### src/rtl/scrp_pkg.sv
package scrp_pkg;
    localparam int DATA_W = 8;
    localparam int ADDR_W = 5;
    localparam int CNT_W  = $clog2(DATA_W);

    typedef enum logic {PH_CMD, PH_DATA} phase_e;

    typedef struct packed {
        phase_e             phase;
        logic               wr_mode;
        logic [CNT_W-1:0]   bit_cnt;
        logic [DATA_W-1:0]  shift;
        logic [ADDR_W-1:0]  addr;
        logic               sdo;
        logic               sck_prev;
    } port_state_t;

    function automatic logic [DATA_W-1:0] reg_default(input int idx);
        case (idx)
            0:       return 8'h7F;
            1:       return 8'h03;
            default: return 8'h00;
        endcase
    endfunction
endpackage

### src/rtl/scrp_sync.sv
module scrp_sync #(
    parameter int               WIDTH   = 1,
    parameter int               STAGES  = 2,
    parameter logic [WIDTH-1:0] RST_VAL = '0
) (
    input  logic             clk,
    input  logic             rst_n,
    input  logic [WIDTH-1:0] d,
    output logic [WIDTH-1:0] q
);
    logic [STAGES-1:0][WIDTH-1:0] stage_q;

    always_ff @(posedge clk or negedge rst_n) begin
        if (!rst_n) stage_q <= {STAGES{RST_VAL}};
        else        stage_q <= {stage_q[STAGES-2:0], d};
    end

    assign q = stage_q[STAGES-1];
endmodule

### src/rtl/scrp_regfile.sv
module scrp_regfile
    import scrp_pkg::*;
#(
    parameter int          NUM_RW  = 9,
    parameter logic [15:0] ID_CODE = 16'hC31A
) (
    input  logic                     clk,
    input  logic                     rst_n,
    input  logic                     we,
    input  logic [ADDR_W-1:0]        waddr,
    input  logic [DATA_W-1:0]        wdata,
    input  logic [ADDR_W-1:0]        raddr,
    output logic [DATA_W-1:0]        rdata,
    output logic [NUM_RW*DATA_W-1:0] regs_flat
);
    localparam logic [ADDR_W-1:0] ID_LO_ADDR = ADDR_W'(NUM_RW);
    localparam logic [ADDR_W-1:0] ID_HI_ADDR = ADDR_W'(NUM_RW + 1);

    for (genvar g = 0; g < NUM_RW; g++) begin : g_cell
        logic [DATA_W-1:0] cell_q;
        always_ff @(posedge clk or negedge rst_n) begin
            if (!rst_n)                                cell_q <= reg_default(g);
            else if (we && waddr == ADDR_W'(g))        cell_q <= wdata;
        end
        assign regs_flat[g*DATA_W +: DATA_W] = cell_q;
    end

    always_comb begin
        rdata = '0;
        for (int i = 0; i < NUM_RW; i++) begin
            if (raddr == ADDR_W'(i)) rdata = regs_flat[i*DATA_W +: DATA_W];
        end
        if (raddr == ID_LO_ADDR) rdata = ID_CODE[7:0];
        if (raddr == ID_HI_ADDR) rdata = ID_CODE[15:8];
    end
endmodule

### src/rtl/scrp_top.sv
module scrp_top
    import scrp_pkg::*;
#(
    parameter int          SYNC_STAGES = 2,
    parameter int          NUM_RW      = 9,
    parameter logic [15:0] ID_CODE     = 16'hC31A
) (
    input  logic                     clk,
    input  logic                     rst_n,
    input  logic                     sck_i,
    input  logic                     csn_i,
    input  logic                     sdi_i,
    output logic                     sdo_o,
    output logic [NUM_RW*DATA_W-1:0] cfg_o,
    output logic                     pix16_o,
    output logic [1:0]               cc_mode_o
);
    localparam logic [CNT_W-1:0] LAST_BIT = CNT_W'(DATA_W - 1);

    logic              sck_s, csn_s, sdi_s;
    logic              sck_rise, sck_fall, selected, in_data;
    logic [DATA_W-1:0] byte_next, rdata;
    logic              we;
    port_state_t       st_d, st_q;

    scrp_sync #(.WIDTH(3), .STAGES(SYNC_STAGES), .RST_VAL(3'b010)) u_sync (
        .clk   (clk),
        .rst_n (rst_n),
        .d     ({sck_i, csn_i, sdi_i}),
        .q     ({sck_s, csn_s, sdi_s})
    );

    scrp_regfile #(.NUM_RW(NUM_RW), .ID_CODE(ID_CODE)) u_regs (
        .clk       (clk),
        .rst_n     (rst_n),
        .we        (we),
        .waddr     (st_q.addr),
        .wdata     (byte_next),
        .raddr     (st_q.addr),
        .rdata     (rdata),
        .regs_flat (cfg_o)
    );

    assign sck_rise  = sck_s & ~st_q.sck_prev;
    assign sck_fall  = ~sck_s & st_q.sck_prev;
    assign selected  = ~csn_s;
    assign byte_next = {sdi_s, st_q.shift[DATA_W-1:1]};
    assign in_data   = (st_q.phase == PH_DATA);

    always_comb begin
        st_d          = st_q;
        we            = 1'b0;
        st_d.sck_prev = sck_s;
        if (!selected) begin
            st_d.phase   = PH_CMD;
            st_d.wr_mode = 1'b0;
            st_d.bit_cnt = '0;
            st_d.shift   = '0;
            st_d.sdo     = 1'b0;
        end else begin
            if (sck_rise) begin
                st_d.shift   = byte_next;
                st_d.bit_cnt = st_q.bit_cnt + CNT_W'(1);
                if (st_q.bit_cnt == LAST_BIT) begin
                    if (st_q.phase == PH_CMD) begin
                        st_d.phase   = PH_DATA;
                        st_d.wr_mode = byte_next[DATA_W-1];
                        st_d.addr    = byte_next[ADDR_W-1:0];
                    end else begin
                        we        = st_q.wr_mode;
                        st_d.addr = st_q.addr + ADDR_W'(1);
                    end
                end
            end
            if (sck_fall) begin
                st_d.sdo = (in_data && !st_q.wr_mode) ? rdata[st_q.bit_cnt] : 1'b0;
            end
        end
    end

    always_ff @(posedge clk or negedge rst_n) begin
        if (!rst_n) begin
            st_q          <= '0;
            st_q.phase    <= PH_CMD;
        end else begin
            st_q          <= st_d;
        end
    end

    assign sdo_o     = st_q.sdo;
    assign pix16_o   = cfg_o[1*DATA_W + 4];
    assign cc_mode_o = cfg_o[2*DATA_W +: 2];
endmodule

### config.mk
export PLATFORM = sky130hd
export DESIGN_NAME = scrp_top
export DESIGN_NICKNAME = d
export VERILOG_FILES = /design/src/rtl/scrp_pkg.sv /design/src/rtl/scrp_sync.sv /design/src/rtl/scrp_regfile.sv /design/src/rtl/scrp_top.sv
export SDC_FILE = /design/constraint.sdc
export NUM_CORES = 1
export LEC_CHECK = 0
export BUFFER_PORTS_ARGS = -buffer_cell sky130_fd_sc_hd__buf_2
export CORE_MARGIN = 1
export CORE_UTILIZATION = 50
export DETAILED_ROUTE_END_ITERATION = 8
export PLACE_DENSITY = 0.71
export SLEW_MARGIN = 20
export SYNTH_ARGS = -nofsm -noshare
export SYNTH_HDL_FRONTEND = slang
export SYNTH_SLANG_ARGS = --single-unit
### constraint.sdc
create_clock -name clk -period 3.7 [get_ports clk]
set_input_delay 0.74 -clock clk [delete_from_list [all_inputs] [get_ports clk]]
set_output_delay 0.74 -clock clk [all_outputs]
set_load 0.02 [all_outputs]
======== Word-level counts from Yosys, hierarchy flattened ========
Cells that the tools add are included.
word-level totals
  flip-flop bits (word level) ............. 98
  input port bits ......................... 5
  output and inout port bits .............. 76
  logic and storage cells ................. 82
cells by class
  $add $sub $neg .......................... 2
  $lt $le $gt $ge ......................... 1
  eq/ne operators ......................... 12
  mux-type cells .......................... 26
  bitwise operators ....................... 5
  reduce and logical (&&, ||, !) cells .... 18
operator list
  cell                                                                          number
  8-bit two-way mux                                                             11
  5-bit by 3-bit equality test with 1-bit output, second input constant         4
  18-bit two-way mux                                                            1
  5-bit by 4-bit equality test with 1-bit output, second input constant         3
  13-bit two-way mux                                                            1
  5-bit by 2-bit equality test with 1-bit output, second input constant         2
  1-bit logical AND                                                             10
  5-bit two-way mux                                                             2
  1-bit two-way mux                                                             9
  3-bit AND reduction                                                           2
  2-bit nonzero test                                                            3
  5-bit by 1-bit adder with 5-bit output, second input constant                 1
  5-bit by 1-bit equality test with 1-bit output, second input constant         1
  5-bit zero test                                                               1
  3-bit by 4-bit less-than comparator with 1-bit output, second input constant  1
  3-bit by 1-bit adder with 3-bit output, second input constant                 1
  1-bit binary-select mux with 3-bit select                                     1
  3-bit equality test, second input constant                                    1
  1-bit NOT                                                                     3
  1-bit AND                                                                     2
  2-bit two-way mux                                                             1
  2-bit by 1-bit inequality test with 1-bit output, second input constant       1
  2-bit AND reduction                                                           1
  1-bit zero test                                                               1

======== Logic depth before layout (Yosys ltp) ========
Gate-level depths: netlist of the first run.
  depth in word-level cells ............... 17
  mapped depth ............................ 11
  gate-level depth less buffers ........... 9

======== Hierarchy ========
A second synthesis of the first run with hierarchy kept.
unflattened totals
  cell total of the unflattened synthesis .. 419
  area total of the unflattened synthesis .. 4882.2 µm²
modules (own cells, without submodules)
  module        times used  cells each  area an instance (µm²)  seq. area each (µm²)
  scrp_regfile  1           310         3744.8                  1813.0
  scrp_top      1           100         962.2                   475.5
  scrp_sync     1           9           175.2                   152.6

======== Least setup slack after synthesis of the first run ========
OpenSTA, ideal clock, no wires.
  path type ............................... register to register
  start point ............................. reg st_q[2] (netlist name)
  end point ............................... reg st_q, in the netlist sdo_o
  setup time .............................. 0.094 ns
  arrival ................................. 2.270 ns
  required time ........................... 3.606 ns
  slack ................................... 1.337 ns
  stages on the path, launching flop included .. 11
  path buffers ............................ 1
  period minus slack after synthesis ...... 2.363 ns
  cells stage by stage .................... dfrtp_1 inv_1 ha_1 buf_2 or4b_4 nor2_8 a22oi_1 o21ai_1 o211ai_1 a221o_1 a221oi_2
on the way
  cells in the longest elaborated chain, start to end .. 17
  elaborated cells on any way between the ends .. 27
  classes of those cells .................. eq/ne: 10; mux: 16; reduce/logical: 1
ends and longest elaborated chain
  element                                        line                RTL
  start: declaration                             scrp_top.sv:24      port_state_t st_d, st_q;
  start signal: assignment                       scrp_top.sv:86      st_q <= st_d;
  5-bit zero test                                scrp_regfile.sv:31  if (raddr == ADDR_W'(i)) rdata = regs_flat[i*DATA_W +: DATA_W];
  8-bit two-way mux (9 in series)                scrp_regfile.sv:31
  8-bit two-way mux                              scrp_regfile.sv:33  if (raddr == ID_LO_ADDR) rdata = ID_CODE[7:0];
  8-bit two-way mux (*)                          scrp_regfile.sv:34  if (raddr == ID_HI_ADDR) rdata = ID_CODE[15:8];
  1-bit binary-select mux with 3-bit select (*)  scrp_top.sv:76      st_d.sdo = (in_data && !st_q.wr_mode) ? rdata[st_q.bit_cnt] : 1'b0;
  1-bit two-way mux (not written as such) (*)    scrp_top.sv:76
  1-bit two-way mux (*)                          scrp_top.sv:76
  1-bit two-way mux (*)                          scrp_top.sv:75      if (sck_fall) begin
  1-bit two-way mux (*)                          scrp_top.sv:54      if (!selected) begin
Mark *: on every way between the ends. The rest lies on a longest branch, timed or not. The select of a mux whose other input is x is not followed.
A chain may end at the register's enable or synchronous reset.

======== Final worst setup path of the first run ========
  start point ............................. reg st_q[3] (netlist name)
  end point ............................... reg st_q, in the netlist sdo_o
The elaborated chain is that of the path after synthesis.

==> qor_table.md, run 1 <==
| Item | This run | Unit |
|:---|:---|:---|
| Post-route antenna net violation count | 0 | - |
| Async set-reset flop share out of synthesis | 1.00 | - |
| Post-route non-filler standard cell count | 625 | - |
| Required time of the worst setup path | 3.99 | ns |
| Sequential Area | 0.00244 | sq mm |
| Die outline area | 0.0101 | sq mm |
| Net count of the finished layout | 502 | - |
| Setup clock skew after layout | 0.0126 | ns |
| Synthesized flop and latch total | 97 | - |
| Port-buffer cells | 80 | - |
| Clock transition at the register clock pins on the worst setup and hold paths after CTS | 0.11 | ns |
| Total CTS buffers | 9 | - |
| Startpoint of the worst-slack reg-to-reg timing path | st_q[3] | - |
| Boundary Pins | 81 | - |
| Avg Vias per Cell | 6.04 | - |
| Final hold violation count | 0 | - |
| Count of buffers added by post-CTS timing repair for setup | 0 | - |
| Data arrival, critical path | 3.28 | ns |
| R2R cell count | 7 | - |
| Detailed-router iteration count before antenna repair | 5 | - |
| Total number of H-tree levels | 3 | - |
| Post-Place Setup Slack | 0.779 | ns |
| Synthesis-to-layout area growth | 13.3 | % |
| Slew Limit Headroom | 0.465 | - |
| Mapped Nets | 440 | - |
| Routed WL per cell | 20.8 | um |
| Diode count | 0 | - |
| GRT Overall Usage | 0.266 | - |
| Largest area contributor in the netlist | sky130_fd_sc_hd__dfrtp_1 | - |
| Total routed wirelength | 13000 | um |
| Count of clock tree sinks | 97 | - |
| Worst-case clock buffer depth | 2 | - |
| Vias in the first global route | 3641 | - |
| Starting DRT DRC Count | 256 | - |
| Starting density of the core | 0.521 | - |
| Cells along the critical path | ha_1, nand4bb_1, nand2_1, o221ai_1, nor4_1, o22ai_1, a221oi_2 | - |
| Height of the chip | 101 | um |
| Worst R2R End | sdo_o | - |
| Multi-input gate area | 0.00223 | sq mm |
| Power density over the cells | 328 | mW/mm^2 |
| Number of instances resized during post-cts repair | 0 | - |
| Residual DRC | 0 | - |
| Worst IR Drop VDD | 217 | uV |
| Final total power | 1810 | uW |
| Clock tree from TritonCTS | yes | - |
| Final-layout setup total negative slack | 0 | ns |
| Top_reg_cell synth | sky130_fd_sc_hd__dfrtp_1 | - |
| Crit path time final | 2.99 | ns |
| Unrepaired setup endpoints after global routing | false | - |
| Total half-perimeter wirelength after legalization and detailed placement | 9280 | um |
| Width of the die | 101 | um |
| Worst-Skew Late Latency | 0.37 | ns |
| Congestion Overflow GR | 0 | - |
| Leakage dissipation | 0.00272 | uW |
| Final setup fails | 0 | - |
| Final core utilization | 0.591 | - |
| Biggest cell delay along the critical path | 0.60 | ns |
| Number of enable flip-flop cells after synthesis | 0 | - |
| Most area-consuming cells after synthesis | sky130_fd_sc_hd__dfrtp_1 44%, sky130_fd_sc_hd__mux2_2 17%, sky130_fd_sc_hd__dfstp_2 5.9% | - |
| Maximum capacitance violations | 0 | - |
| Total number of yosys warnings | 0 | - |
| First-pass GRT wire length | 20100 | um |
| Flop-to-flop setup slack | 0.71 | ns |
| Vias after detailed routing | 3777 | - |
| Floorplan Core Area | 0.00933 | sq mm |
| Share of synthesized area occupied by flip-flops and latches | 0.502 | - |
| Cell area after synthesis | 0.00486 | sq mm |
| Placer congestion estimate | 0.893 | - |
| Least setup slack across all paths after layout | 0.708 | ns |
| Tcrit/Tclk final | 0.809 | - |
| Highest clock frequency the design can meet | 334 | MHz |
| Max FO, Critical Path | 19 | - |
| Final Slew Violations | 0 | - |
| Cell total after placement | 609 | - |
| Worst Max-Slew Pin Slew | 0.803 | ns |
| Post-CTS Hold Fix Bufs | 0 | - |
| Average cell area after synthesis | 11.3 | sq um |
| Top cell type's share of synthesized area | 0.443 | - |
| Run status | completed | - |
| Synthesized instance count | 429 | - |
| Number of distinct standard cells referenced by the synthesized netlist | 56 | - |
| Placement row count | 35 | - |
| Crit start category | flop | - |
| Critical path start-end classification | flop to flop | - |
| Critical path's slowest cell | sky130_fd_sc_hd__ha_1 | - |
| Critical Path End Type | flop | - |
| Largest net degree at the start of global routing | 36 | - |
| Hold Crit Class | primary input to async pin | - |
| Clock tree root buffer cell | sky130_fd_sc_hd__clkbuf_8 | - |
| Number of fill cells in the layout | 822 | - |
| Antenna violations before repair | 0 | - |
| Proportion of layout cells with a drive suffix above 1 | 0.415 | - |
==> worst max-delay path by stage <==
stage / to / cells past startpoint / slack [ns] / start
after CTS: sdo_o / 7 / 0.73 / st_q[3]
after global routing: sdo_o / 7 / 0.46 / st_q[2]
after detailed placement: sdo_o / 7 / 0.78 / st_q[3]
final: sdo_o / 7 / 0.71 / st_q[3]
after floorplan: sdo_o / 10 / 1.34 / st_q[2]
after global placement: sdo_o / 7 / 0.84 / st_q[5]
==> report_power, final <==
part / switching (uW) / internal [uW]
Sequential: 10.2 / 1070
Clock: 399 / 278
Combinational: 37.1 / 15.1
Total: 446 / 1360
==> registers in the layout, indices dropped and copies added (netlist names) <==
name / flops
byte_next: 7
in_data: 1
sdo_o: 1
st_q: 10
u_regs.g_cell.cell_q: 72
u_sync.q: 3
u_sync.stage_q: 3
==> metal layers <==
| metal | track usage | share of wire | vias up |
|---|---|---|---|
| met2 | 0.408 | 0.47 | 135 |
| met5 | 0 | 0 | - |
| met3 | 0.0402 | 0.047 | 30 |
| met1 | 0.383 | 0.45 | 1908 |
| met4 | 0.100 | 0.029 | 0 |
| li1 | - | - | 1704 |
==> cells in the final DEF, fill, tap and decap left out, types with 4 or more instances in the layout <==
master / instances
sky130_fd_sc_hd__o221ai_1: 4
sky130_fd_sc_hd__nand4bb_1: 6
sky130_fd_sc_hd__a22oi_1: 5
sky130_fd_sc_hd__and3_1: 4
sky130_fd_sc_hd__nor4_1: 5
sky130_fd_sc_hd__mux2_2: 72
sky130_fd_sc_hd__nand3_1: 9
sky130_fd_sc_hd__nand2b_1: 4
sky130_fd_sc_hd__buf_2: 79
sky130_fd_sc_hd__buf_4: 9
sky130_fd_sc_hd__nor2b_1: 5
sky130_fd_sc_hd__a21oi_1: 25
sky130_fd_sc_hd__nor3_1: 11
sky130_fd_sc_hd__nor2_1: 22
sky130_fd_sc_hd__nand2_1: 32
sky130_fd_sc_hd__inv_1: 5
sky130_fd_sc_hd__nor2_2: 8
sky130_fd_sc_hd__dfstp_2: 11
sky130_fd_sc_hd__dfrtp_1: 86
sky130_fd_sc_hd__o21ai_0: 11
sky130_fd_sc_hd__o22ai_1: 9
sky130_fd_sc_hd__ha_1: 6
sky130_fd_sc_hd__clkbuf_8: 10
==> critical path, delay by kind of cell, from the launching register on <==
kind | cells | cell delay, ns
AO/OA/AOI/OAI | 3 | 0.63
AND/OR/NAND/NOR | 3 | 1.26
adder cells (fa/ha/maj) | 1 | 0.60
flip-flops | 1 | 0.42
==> cell usage after synthesis (3+ instances only) <==
| master | number |
|---|---|
| sky130_fd_sc_hd__nand3_1 | 9 |
| sky130_fd_sc_hd__nor4_1 | 5 |
| sky130_fd_sc_hd__buf_2 | 9 |
| sky130_fd_sc_hd__buf_4 | 4 |
| sky130_fd_sc_hd__dfrtp_1 | 86 |
| sky130_fd_sc_hd__and4bb_2 | 3 |
| sky130_fd_sc_hd__nor2b_1 | 5 |
| sky130_fd_sc_hd__o211ai_1 | 3 |
| sky130_fd_sc_hd__nand2_1 | 32 |
| sky130_fd_sc_hd__nor3_1 | 11 |
| sky130_fd_sc_hd__o21ai_0 | 11 |
| sky130_fd_sc_hd__inv_1 | 5 |
| sky130_fd_sc_hd__a211oi_1 | 3 |
| sky130_fd_sc_hd__o221ai_1 | 4 |
| sky130_fd_sc_hd__mux2_2 | 72 |
| sky130_fd_sc_hd__and3_1 | 4 |
| sky130_fd_sc_hd__nor2_1 | 22 |
| sky130_fd_sc_hd__dfstp_2 | 11 |
| sky130_fd_sc_hd__clkbuf_1 | 22 |
| sky130_fd_sc_hd__ha_1 | 6 |
| sky130_fd_sc_hd__a21oi_1 | 25 |
| sky130_fd_sc_hd__nand4bb_1 | 6 |
| sky130_fd_sc_hd__o22ai_1 | 9 |
| sky130_fd_sc_hd__a22oi_1 | 5 |
| sky130_fd_sc_hd__a221o_1 | 3 |
| sky130_fd_sc_hd__mux2i_1 | 3 |
| sky130_fd_sc_hd__nand2b_1 | 4 |
| sky130_fd_sc_hd__nor2_2 | 8 |
| sky130_fd_sc_hd__a2111oi_0 | 3 |
==> layout make-up <==
class	instances	share of cell area
sequential	97	0.443
multi-input combinational	290	0.405
timing repair buffer	88	0.0840
tap	129	0.0293
clock buffer	10	0.0250
clock inverter	6	0.0104
inverter	5	0.00341
==> stage by stage <==
step,instance area (sq um),hold slack (ns)
6_report,5510,0.276
5_1_grt,5510,0.290
4_1_cts,5510,0.272
3_5_place_dp,5320,0.336
3_3_place_gp,5320,0.332
2_1_floorplan,4860,0.331
==> cell families after synthesis <==
logic type	Yosys count	share of synthesized area
buffers and inverters	42	0.0394
XOR/XNOR	1	0.00180
AO/OA/AOI/OAI	87	0.125
multiplexers	75	0.173
adder cells (fa/ha/maj)	6	0.0154
AND/OR/NAND/NOR	121	0.144
flip-flops	97	0.502
No activity file was read; power rests on OpenSTA's default activity.
==> run 2, diff against run 1 <==
==> constraint.sdc (replaced) <==
create_clock -name clk -period 2.85 [get_ports clk]
set_input_delay 0.57 -clock clk [delete_from_list [all_inputs] [get_ports clk]]
set_output_delay 0.57 -clock clk [all_outputs]
set_load 0.02 [all_outputs]
==> run 2 against run 1 <==
  * Global-route usage increased by 1.4 points
  * First-iteration DRC count down 12%
  * Worst hold slack lost 0.24 ns
  * Power up 30%
  * Die area unchanged
  * Worst setup slack lost 0.44 ns
  * Sequential power up 30%
  * Count of clock-buffer cells in the layout unchanged
  * Sequential share of layout area decreased by 1.1 points
  * Via count increased by 2.2%
  * Clock skew rose by 0.0036 ns
  * Critical endpoint unchanged
  * Largest cell class unchanged
  * Highest routed layer unchanged
==> qor_table.md, run 2 (synthesis results as in run 1) <==
| Item | This run | Unit | Change |
|:---|:---|:---|:---|
| GRT Overall Usage | 0.280 | - | +0.0140 |
| Worst-case clock buffer depth | 2 | - | unchanged |
| Vias in the first global route | 3784 | - | +3.9% |
| Detailed-router iteration count before antenna repair | 5 | - | unchanged |
| Amount of wire on met3 after detailed routing | 641 | um | +5.8% |
| Data arrival, critical path | 2.85 | ns | -0.43 ns |
| Detailed-routed wire length on met2 | 6480 | um | +6.2% |
| Clock transition at the register clock pins on the worst setup and hold paths after CTS | 0.09 | ns | -0.02 ns |
| Total number of H-tree levels | 3 | - | unchanged |
| Avg Vias per Cell | 6.00 | - | -0.69% |
| Placement row count | 35 | - | unchanged |
| Count of buffers added by post-CTS timing repair for setup | 0 | - | unchanged |
| Total routed wirelength | 13400 | um | +3.4% |
| Height of the chip | 101 | um | unchanged |
| Gate family responsible for the most delay along the worst path | compound AO/OA/AOI/OAI gates | - |  |
| Worst R2R End | sdo_o | - |  |
| Cells along the critical path | inv_1, ha_1, nor4bb_1, buf_4, a31oi_1, o31a_1, a211oi_1, o41ai_2, a221oi_2 | - |  |
| Congestion Overflow GR | 0 | - | unchanged |
| Max FO, Critical Path | 11 | - | -8 |
| Required time of the worst setup path | 3.12 | ns | -0.87 ns |
| Startpoint of the worst-slack reg-to-reg timing path | st_q[3] | - |  |
| Critical path start-end classification | flop to flop | - |  |
| Hold Crit Class | primary input to async pin | - |  |
| Flop-to-flop setup slack | 0.27 | ns | -0.44 ns |
| Least setup slack across all paths after layout | 0.266 | ns | -0.442 ns |
| Multi-input gate area | 0.00223 | sq mm | unchanged |
| Final Slew Violations | 0 | - | unchanged |
| Most flop-heavy register | u_regs.g_cell.cell_q | - |  |
| Met1 Routed Length | 6100 | um | +3.5% |
| Routed WL per cell | 20.9 | um | +0.50% |
| Total CTS buffers | 9 | - | unchanged |
| Floorplan Core Area | 0.00933 | sq mm | unchanged |
| Max FFs per register | 72 | - | unchanged |
| Worst Max-Slew Pin Slew | 0.629 | ns | -0.174 ns |
| Placed Area | 0.00546 | sq mm | +2.8% |
| Net count of the finished layout | 520 | - | +3.6% |
| Maximum capacitance violations | 0 | - | unchanged |
| Antenna violations before repair | 0 | - | unchanged |
| Boundary Pins | 81 | - | unchanged |
| Run status | completed | - |  |
| Crit start category | flop | - |  |
| First-pass GRT wire length | 21300 | um | +5.8% |
| Die outline area | 0.0101 | sq mm | unchanged |
| R2R cell count | 9 | - | +2 |
| Crit path time final | 2.58 | ns | -0.408 ns |
| Post-Place Setup Slack | 0.307 | ns | -0.471 ns |
| Cell area after layout | 0.00566 | sq mm | +2.7% |
| Worst-Skew Late Latency | 0.36 | ns | about the same |
| Most frequent cells in the layout | 86 x sky130_fd_sc_hd__dfrtp_1, 79 x sky130_fd_sc_hd__buf_2, 72 x sky130_fd_sc_hd__mux2_2 | - |  |
| Critical Path End Type | flop | - |  |
| Number of fill cells in the layout | 774 | - | -5.8% |
| Placer congestion estimate | 0.945 | - | +5.8% |
| Bufs and invs on worst path | 2 | - | +2 |
| Hold_ws | 0.0389 | ns | -0.237 ns |
| Leakage dissipation | 0.00282 | uW | +3.4% |
| Port-buffer cells | 80 | - | unchanged |
| Starting density of the core | 0.521 | - | unchanged |
| Final-layout setup total negative slack | 0 | ns | unchanged |
| Number of instances resized during post-cts repair | 0 | - | unchanged |
| Width of the die | 101 | um | unchanged |
| Diode count | 0 | - | unchanged |
| Power density over the cells | 416 | mW/mm^2 | +27% |
| Unrepaired setup endpoints after global routing | false | - |  |
| Post-route antenna net violation count | 0 | - | unchanged |
| Slew Limit Headroom | 0.580 | - | +0.115 |
| Proportion of layout cells with a drive suffix above 1 | 0.434 | - | +0.0185 |
| Starting DRT DRC Count | 226 | - | -12% |
| Worst IR Drop VDD | 291 | uV | +34% |
| Final hold violation count | 0 | - | unchanged |
| Synthesis-to-layout area growth | 16.3 | % |  |
| Vias after detailed routing | 3859 | - | +2.2% |
| Largest net degree at the start of global routing | 50 | - | +39% |
| Biggest cell delay along the critical path | 0.43 | ns | -0.17 ns |
| Sequential Area | 0.00244 | sq mm | unchanged |
| Highest metal used | met4 | - |  |
| Final setup fails | 0 | - | unchanged |
| Clock tree root buffer cell | sky130_fd_sc_hd__clkbuf_8 | - |  |
| Residual DRC | 0 | - | unchanged |
| Clock tree from TritonCTS | yes | - |  |
| Total half-perimeter wirelength after legalization and detailed placement | 9920 | um | +6.9% |
| Critical path's slowest cell | sky130_fd_sc_hd__dfrtp_1 | - |  |
| Post-CTS Hold Fix Bufs | 0 | - | unchanged |
| Most frequent standard cell in the layout excluding fill and tap cells | sky130_fd_sc_hd__dfrtp_1 | - |  |
| Count of clock tree sinks | 97 | - | unchanged |
| Highest clock frequency the design can meet | 387 | MHz | +16% |
| Setup clock skew after layout | 0.0162 | ns | +0.00362 ns |
| Final total power | 2350 | uW | +30% |
| Tcrit/Tclk final | 0.907 | - | +0.0980 |
==> run 2: changes by cell type in the layout (fill, tap and decap cells not counted) <==
cell | before | now
sky130_fd_sc_hd__clkinv_4 | 3 | 2
sky130_fd_sc_hd__buf_12 | 0 | 1
sky130_fd_sc_hd__buf_4 | 9 | 26
sky130_fd_sc_hd__bufinv_16 | 0 | 1
sky130_fd_sc_hd__inv_8 | 2 | 0
sky130_fd_sc_hd__clkinv_2 | 0 | 2
sky130_fd_sc_hd__clkbuf_8 | 10 | 9
sky130_fd_sc_hd__clkbuf_1 | 0 | 1
==> run 2: worst max-delay path by stage <==
stage / from / to / depth (start not counted)
detailed placement: st_q[2] / sdo_o / 9
floorplan: st_q[2] / sdo_o / 10
global placement: st_q[3] / sdo_o / 9
finish: st_q[3] / sdo_o / 9
global route: st_q[2] / sdo_o / 8
CTS: st_q[2] / sdo_o / 9
==> run 2: cell type report <==
type | instances | share of cell area
Inverter | 5 | 0.00332
Sequential cell | 97 | 0.432
Clock inverter | 6 | 0.0117
Tap cell | 129 | 0.0285
Timing Repair Buffer | 106 | 0.108
Multi-Input combinational cell | 290 | 0.394
Clock buffer | 10 | 0.0226
==> run 2: worst reg2reg max path, delay by kind of cell, from the launching register on <==
kind / cells / cell delay [ns]
DFF: 1 / 0.43
AOI/OAI and AO/OA: 5 / 0.97
adders and majority gates: 1 / 0.41
buffers and inverters: 2 / 0.31
and+or+nand+nor: 1 / 0.38
==> run 2: report_power, final <==
part           switching (uW)  leakage, uW  internal [uW]  total, uW
registers                13.1      0.00130           1380       1400
logic                    49.1      0.00141           21.8       70.8
clock network             477     0.000101            410        886
total                     539      0.00282           1820       2350
==> run 2: per-layer routing <==
metal  vias up  global-route usage
met4         0              0.0725
met3        22              0.0520
met1      1978               0.397
met2       130               0.445
li1       1729                   -
met5         -                   0
==> run 2: stage by stage <==
| step | util | cells |
|---|---|---|
| 2_1_floorplan | - | 429 |
| 3_3_place_gp | 0.586 | 627 |
| 3_5_place_dp | 0.586 | 627 |
| 4_1_cts | 0.606 | 643 |
| 5_1_grt | 0.606 | 643 |
| 6_report | 0.606 | 643 |
==> run 3, diff against run 2 <==
--- a/config.mk
+++ b/config.mk
@@ -9,6 +9,7 @@
 export CORE_MARGIN = 1
 export CORE_UTILIZATION = 50
 export DETAILED_ROUTE_END_ITERATION = 8
+export HOLD_SLACK_MARGIN = 0.02
 export PLACE_DENSITY = 0.71
 export SLEW_MARGIN = 20
 export SYNTH_ARGS = -nofsm -noshare
==> constraint.sdc (replaced) <==
create_clock -name clk -period 3.35 [get_ports clk]
set_input_delay 0.67 -clock clk [delete_from_list [all_inputs] [get_ports clk]]
set_output_delay 0.67 -clock clk [all_outputs]
set_load 0.02 [all_outputs]
==> run 3 against run 2 <==
  * Power decreased by 14%
  * Non-clock buffer count decreased by 12
  * Combinational power decreased by 24%
  * Clock skew increased by 0.0037 ns
  * Fmax decreased by 11%
  * Via count decreased by 0.34%
  * Routed wire length decreased by 0.32%
  * Critical path depth unchanged
  * Core utilization decreased by 0.94 points
  * Clock power decreased by 12%
==> qor_table.md, run 3 (synthesis results as in run 1) <==
| Item | This run | Unit | Change |
|:---|:---|:---|:---|
| Starting DRT DRC Count | 278 | - | +23% |
| Vias in the first global route | 3822 | - | +1.0% |
| Final hold violation count | 0 | - | unchanged |
| Crit path time final | 2.89 | ns | +0.309 ns |
| Max FO, Critical Path | 16 | - | +5 |
| Hold Crit Class | primary input to async pin | - |  |
| Starting density of the core | 0.521 | - | unchanged |
| Count of clock tree sinks | 97 | - | unchanged |
| Net count of the finished layout | 508 | - | -2.3% |
| Unrepaired setup endpoints after global routing | false | - |  |
| Vias after detailed routing | 3846 | - | -0.34% |
| Startpoint of the worst-slack reg-to-reg timing path | st_q[2] | - |  |
| Total routed wirelength | 13400 | um | -0.32% |
| Die outline area | 0.0101 | sq mm | unchanged |
| Final Slew Violations | 0 | - | unchanged |
| GRT Overall Usage | 0.276 | - | -0.00395 |
| Placer congestion estimate | 0.908 | - | -3.9% |
| Most frequent standard cell in the layout excluding fill and tap cells | sky130_fd_sc_hd__dfrtp_1 | - |  |
| Critical path start-end classification | flop to flop | - |  |
| Most flop-heavy register | u_regs.g_cell.cell_q | - |  |
| R2R cell count | 9 | - | unchanged |
| Worst Max-Slew Pin Slew | 0.632 | ns | +0.00272 ns |
| Detailed-routed wire length on met2 | 6300 | um | -2.8% |
| Amount of wire on met3 after detailed routing | 896 | um | +40% |
| Final core utilization | 0.597 | - | -0.00939 |
| Launching element of the worst setup path | st_q[2] | - |  |
| Run status | completed | - |  |
| Data arrival, critical path | 3.16 | ns | +0.31 ns |
| Height of the chip | 101 | um | unchanged |
| Worst R2R End | sdo_o | - |  |
| Total half-perimeter wirelength after legalization and detailed placement | 9590 | um | -3.3% |
| Highest clock frequency the design can meet | 346 | MHz | -11% |
| Post-route antenna net violation count | 0 | - | unchanged |
| Antenna violations before repair | 0 | - | unchanged |
| Largest net degree at the start of global routing | 54 | - | +8.0% |
| Port-buffer cells | 80 | - | unchanged |
| Synthesis-to-layout area growth | 14.5 | % |  |
| Crit start category | flop | - |  |
| Power density over the cells | 363 | mW/mm^2 | -13% |
| Cell area after layout | 0.00557 | sq mm | -1.5% |
| Highest metal used | met4 | - |  |
| Placed Area | 0.00537 | sq mm | -1.6% |
| Flop-to-flop setup slack | 0.46 | ns | +0.19 ns |
| Floorplan Core Area | 0.00933 | sq mm | unchanged |
| Total CTS buffers | 9 | - | unchanged |
| Slew Limit Headroom | 0.568 | - | -0.0123 |
| Maximum capacitance violations | 0 | - | unchanged |
| Met1 Routed Length | 5760 | um | -5.7% |
| Capturing instance or port of the critical path | sdo_o | - |  |
| Boundary Pins | 81 | - | unchanged |
| Width of the die | 101 | um | unchanged |
| Avg Vias per Cell | 6.10 | - | +1.6% |
| Number of instances resized during post-cts repair | 0 | - | unchanged |
| Most frequent cells in the layout | 86 x sky130_fd_sc_hd__dfrtp_1, 79 x sky130_fd_sc_hd__buf_2, 72 x sky130_fd_sc_hd__mux2_2 | - |  |
| Total number of H-tree levels | 3 | - | unchanged |
| First-pass GRT wire length | 21000 | um | -1.3% |
| Tcrit/Tclk final | 0.864 | - | -0.0430 |
| Worst IR Drop VDD | 273 | uV | -6.4% |
| Detailed-router iteration count before antenna repair | 5 | - | unchanged |
| Clock tree root buffer cell | sky130_fd_sc_hd__clkbuf_8 | - |  |
| Clock transition at the register clock pins on the worst setup and hold paths after CTS | 0.11 | ns | +0.02 ns |
| Final setup fails | 0 | - | unchanged |
| Setup clock skew after layout | 0.0199 | ns | +0.00372 ns |
| Congestion Overflow GR | 0 | - | unchanged |
| Max FFs per register | 72 | - | unchanged |
| Final total power | 2020 | uW | -14% |
| Clock tree from TritonCTS | yes | - |  |
| Routed WL per cell | 21.2 | um | +1.6% |
| Leakage dissipation | 0.00275 | uW | -2.2% |
| Final-layout setup total negative slack | 0 | ns | unchanged |
| Count of buffers added by post-CTS timing repair for setup | 0 | - | unchanged |
| Worst-Skew Late Latency | 0.37 | ns | about the same |
| Critical Path End Type | flop | - |  |
| Required time of the worst setup path | 3.62 | ns | +0.50 ns |
| Proportion of layout cells with a drive suffix above 1 | 0.420 | - | -0.0135 |
| Worst-case clock buffer depth | 2 | - | unchanged |
| Post-CTS Hold Fix Bufs | 0 | - | unchanged |
| Residual DRC | 0 | - | unchanged |
| Diode count | 0 | - | unchanged |
| Placement row count | 35 | - | unchanged |
run 3: power by group:
| part | switching (uW) | internal, uW | leakage, uW |
|---|---|---|---|
| Clock | 426 | 350 | 0.0000968 |
| Sequential | 16.0 | 1180 | 0.00130 |
| Combinational | 37.2 | 16.3 | 0.00135 |
run 3: final cells by class:
class | count | area [sq um]
inverter | 5 | 18.8
multi-input combinational | 290 | 2230
sequential | 97 | 2440
clock buffer | 10 | 128
timing repair buffer | 94 | 520
clock inverter | 6 | 68.8
fill | 796 | 3760
tap | 129 | 161
run 3: stage by stage:
stage               worst slack (ns)  hold WS (ns)  instances
detailed placement             0.541         0.338        615
floorplan                      0.987         0.331        429
global route                   0.291         0.328        631
CTS                            0.492         0.305        631
finish                         0.457         0.283        631
global placement               0.574         0.338        615
run 3: how the worst min path moves through the flow:
stage	startpoint	endpoint	slack (ns)	cells after the start
final	rst_n	u_regs.g_cell[7].cell_q[3]	0.28	1
after floorplan	u_sync.stage_q[0]	u_sync.q[0]	0.33	0
after global routing	rst_n	byte_next[4]	0.33	1
after CTS	rst_n	u_regs.g_cell[7].cell_q[3]	0.31	1
after detailed placement	u_sync.stage_q[0]	u_sync.q[0]	0.34	0
after global placement	u_sync.stage_q[2]	u_sync.q[2]	0.34	0
run 3: worst max-delay path, stage by stage (launching register included):
cell and delay, ns:
sky130_fd_sc_hd__dfrtp_1 0.43, sky130_fd_sc_hd__inv_1 0.12, sky130_fd_sc_hd__ha_1 0.51, sky130_fd_sc_hd__nand4bb_1 0.44
sky130_fd_sc_hd__o21ai_0 0.34, sky130_fd_sc_hd__a31oi_1 0.07, sky130_fd_sc_hd__o31a_1 0.31, sky130_fd_sc_hd__a211oi_1 0.27
sky130_fd_sc_hd__o41ai_2 0.13, sky130_fd_sc_hd__a221oi_2 0.18
run 3: routing by layer:
metal	up-vias	global-route usage
met3	37	0.0624
met1	1953	0.379
met4	0	0.123
li1	1705	-
met2	151	0.420
met5	-	0
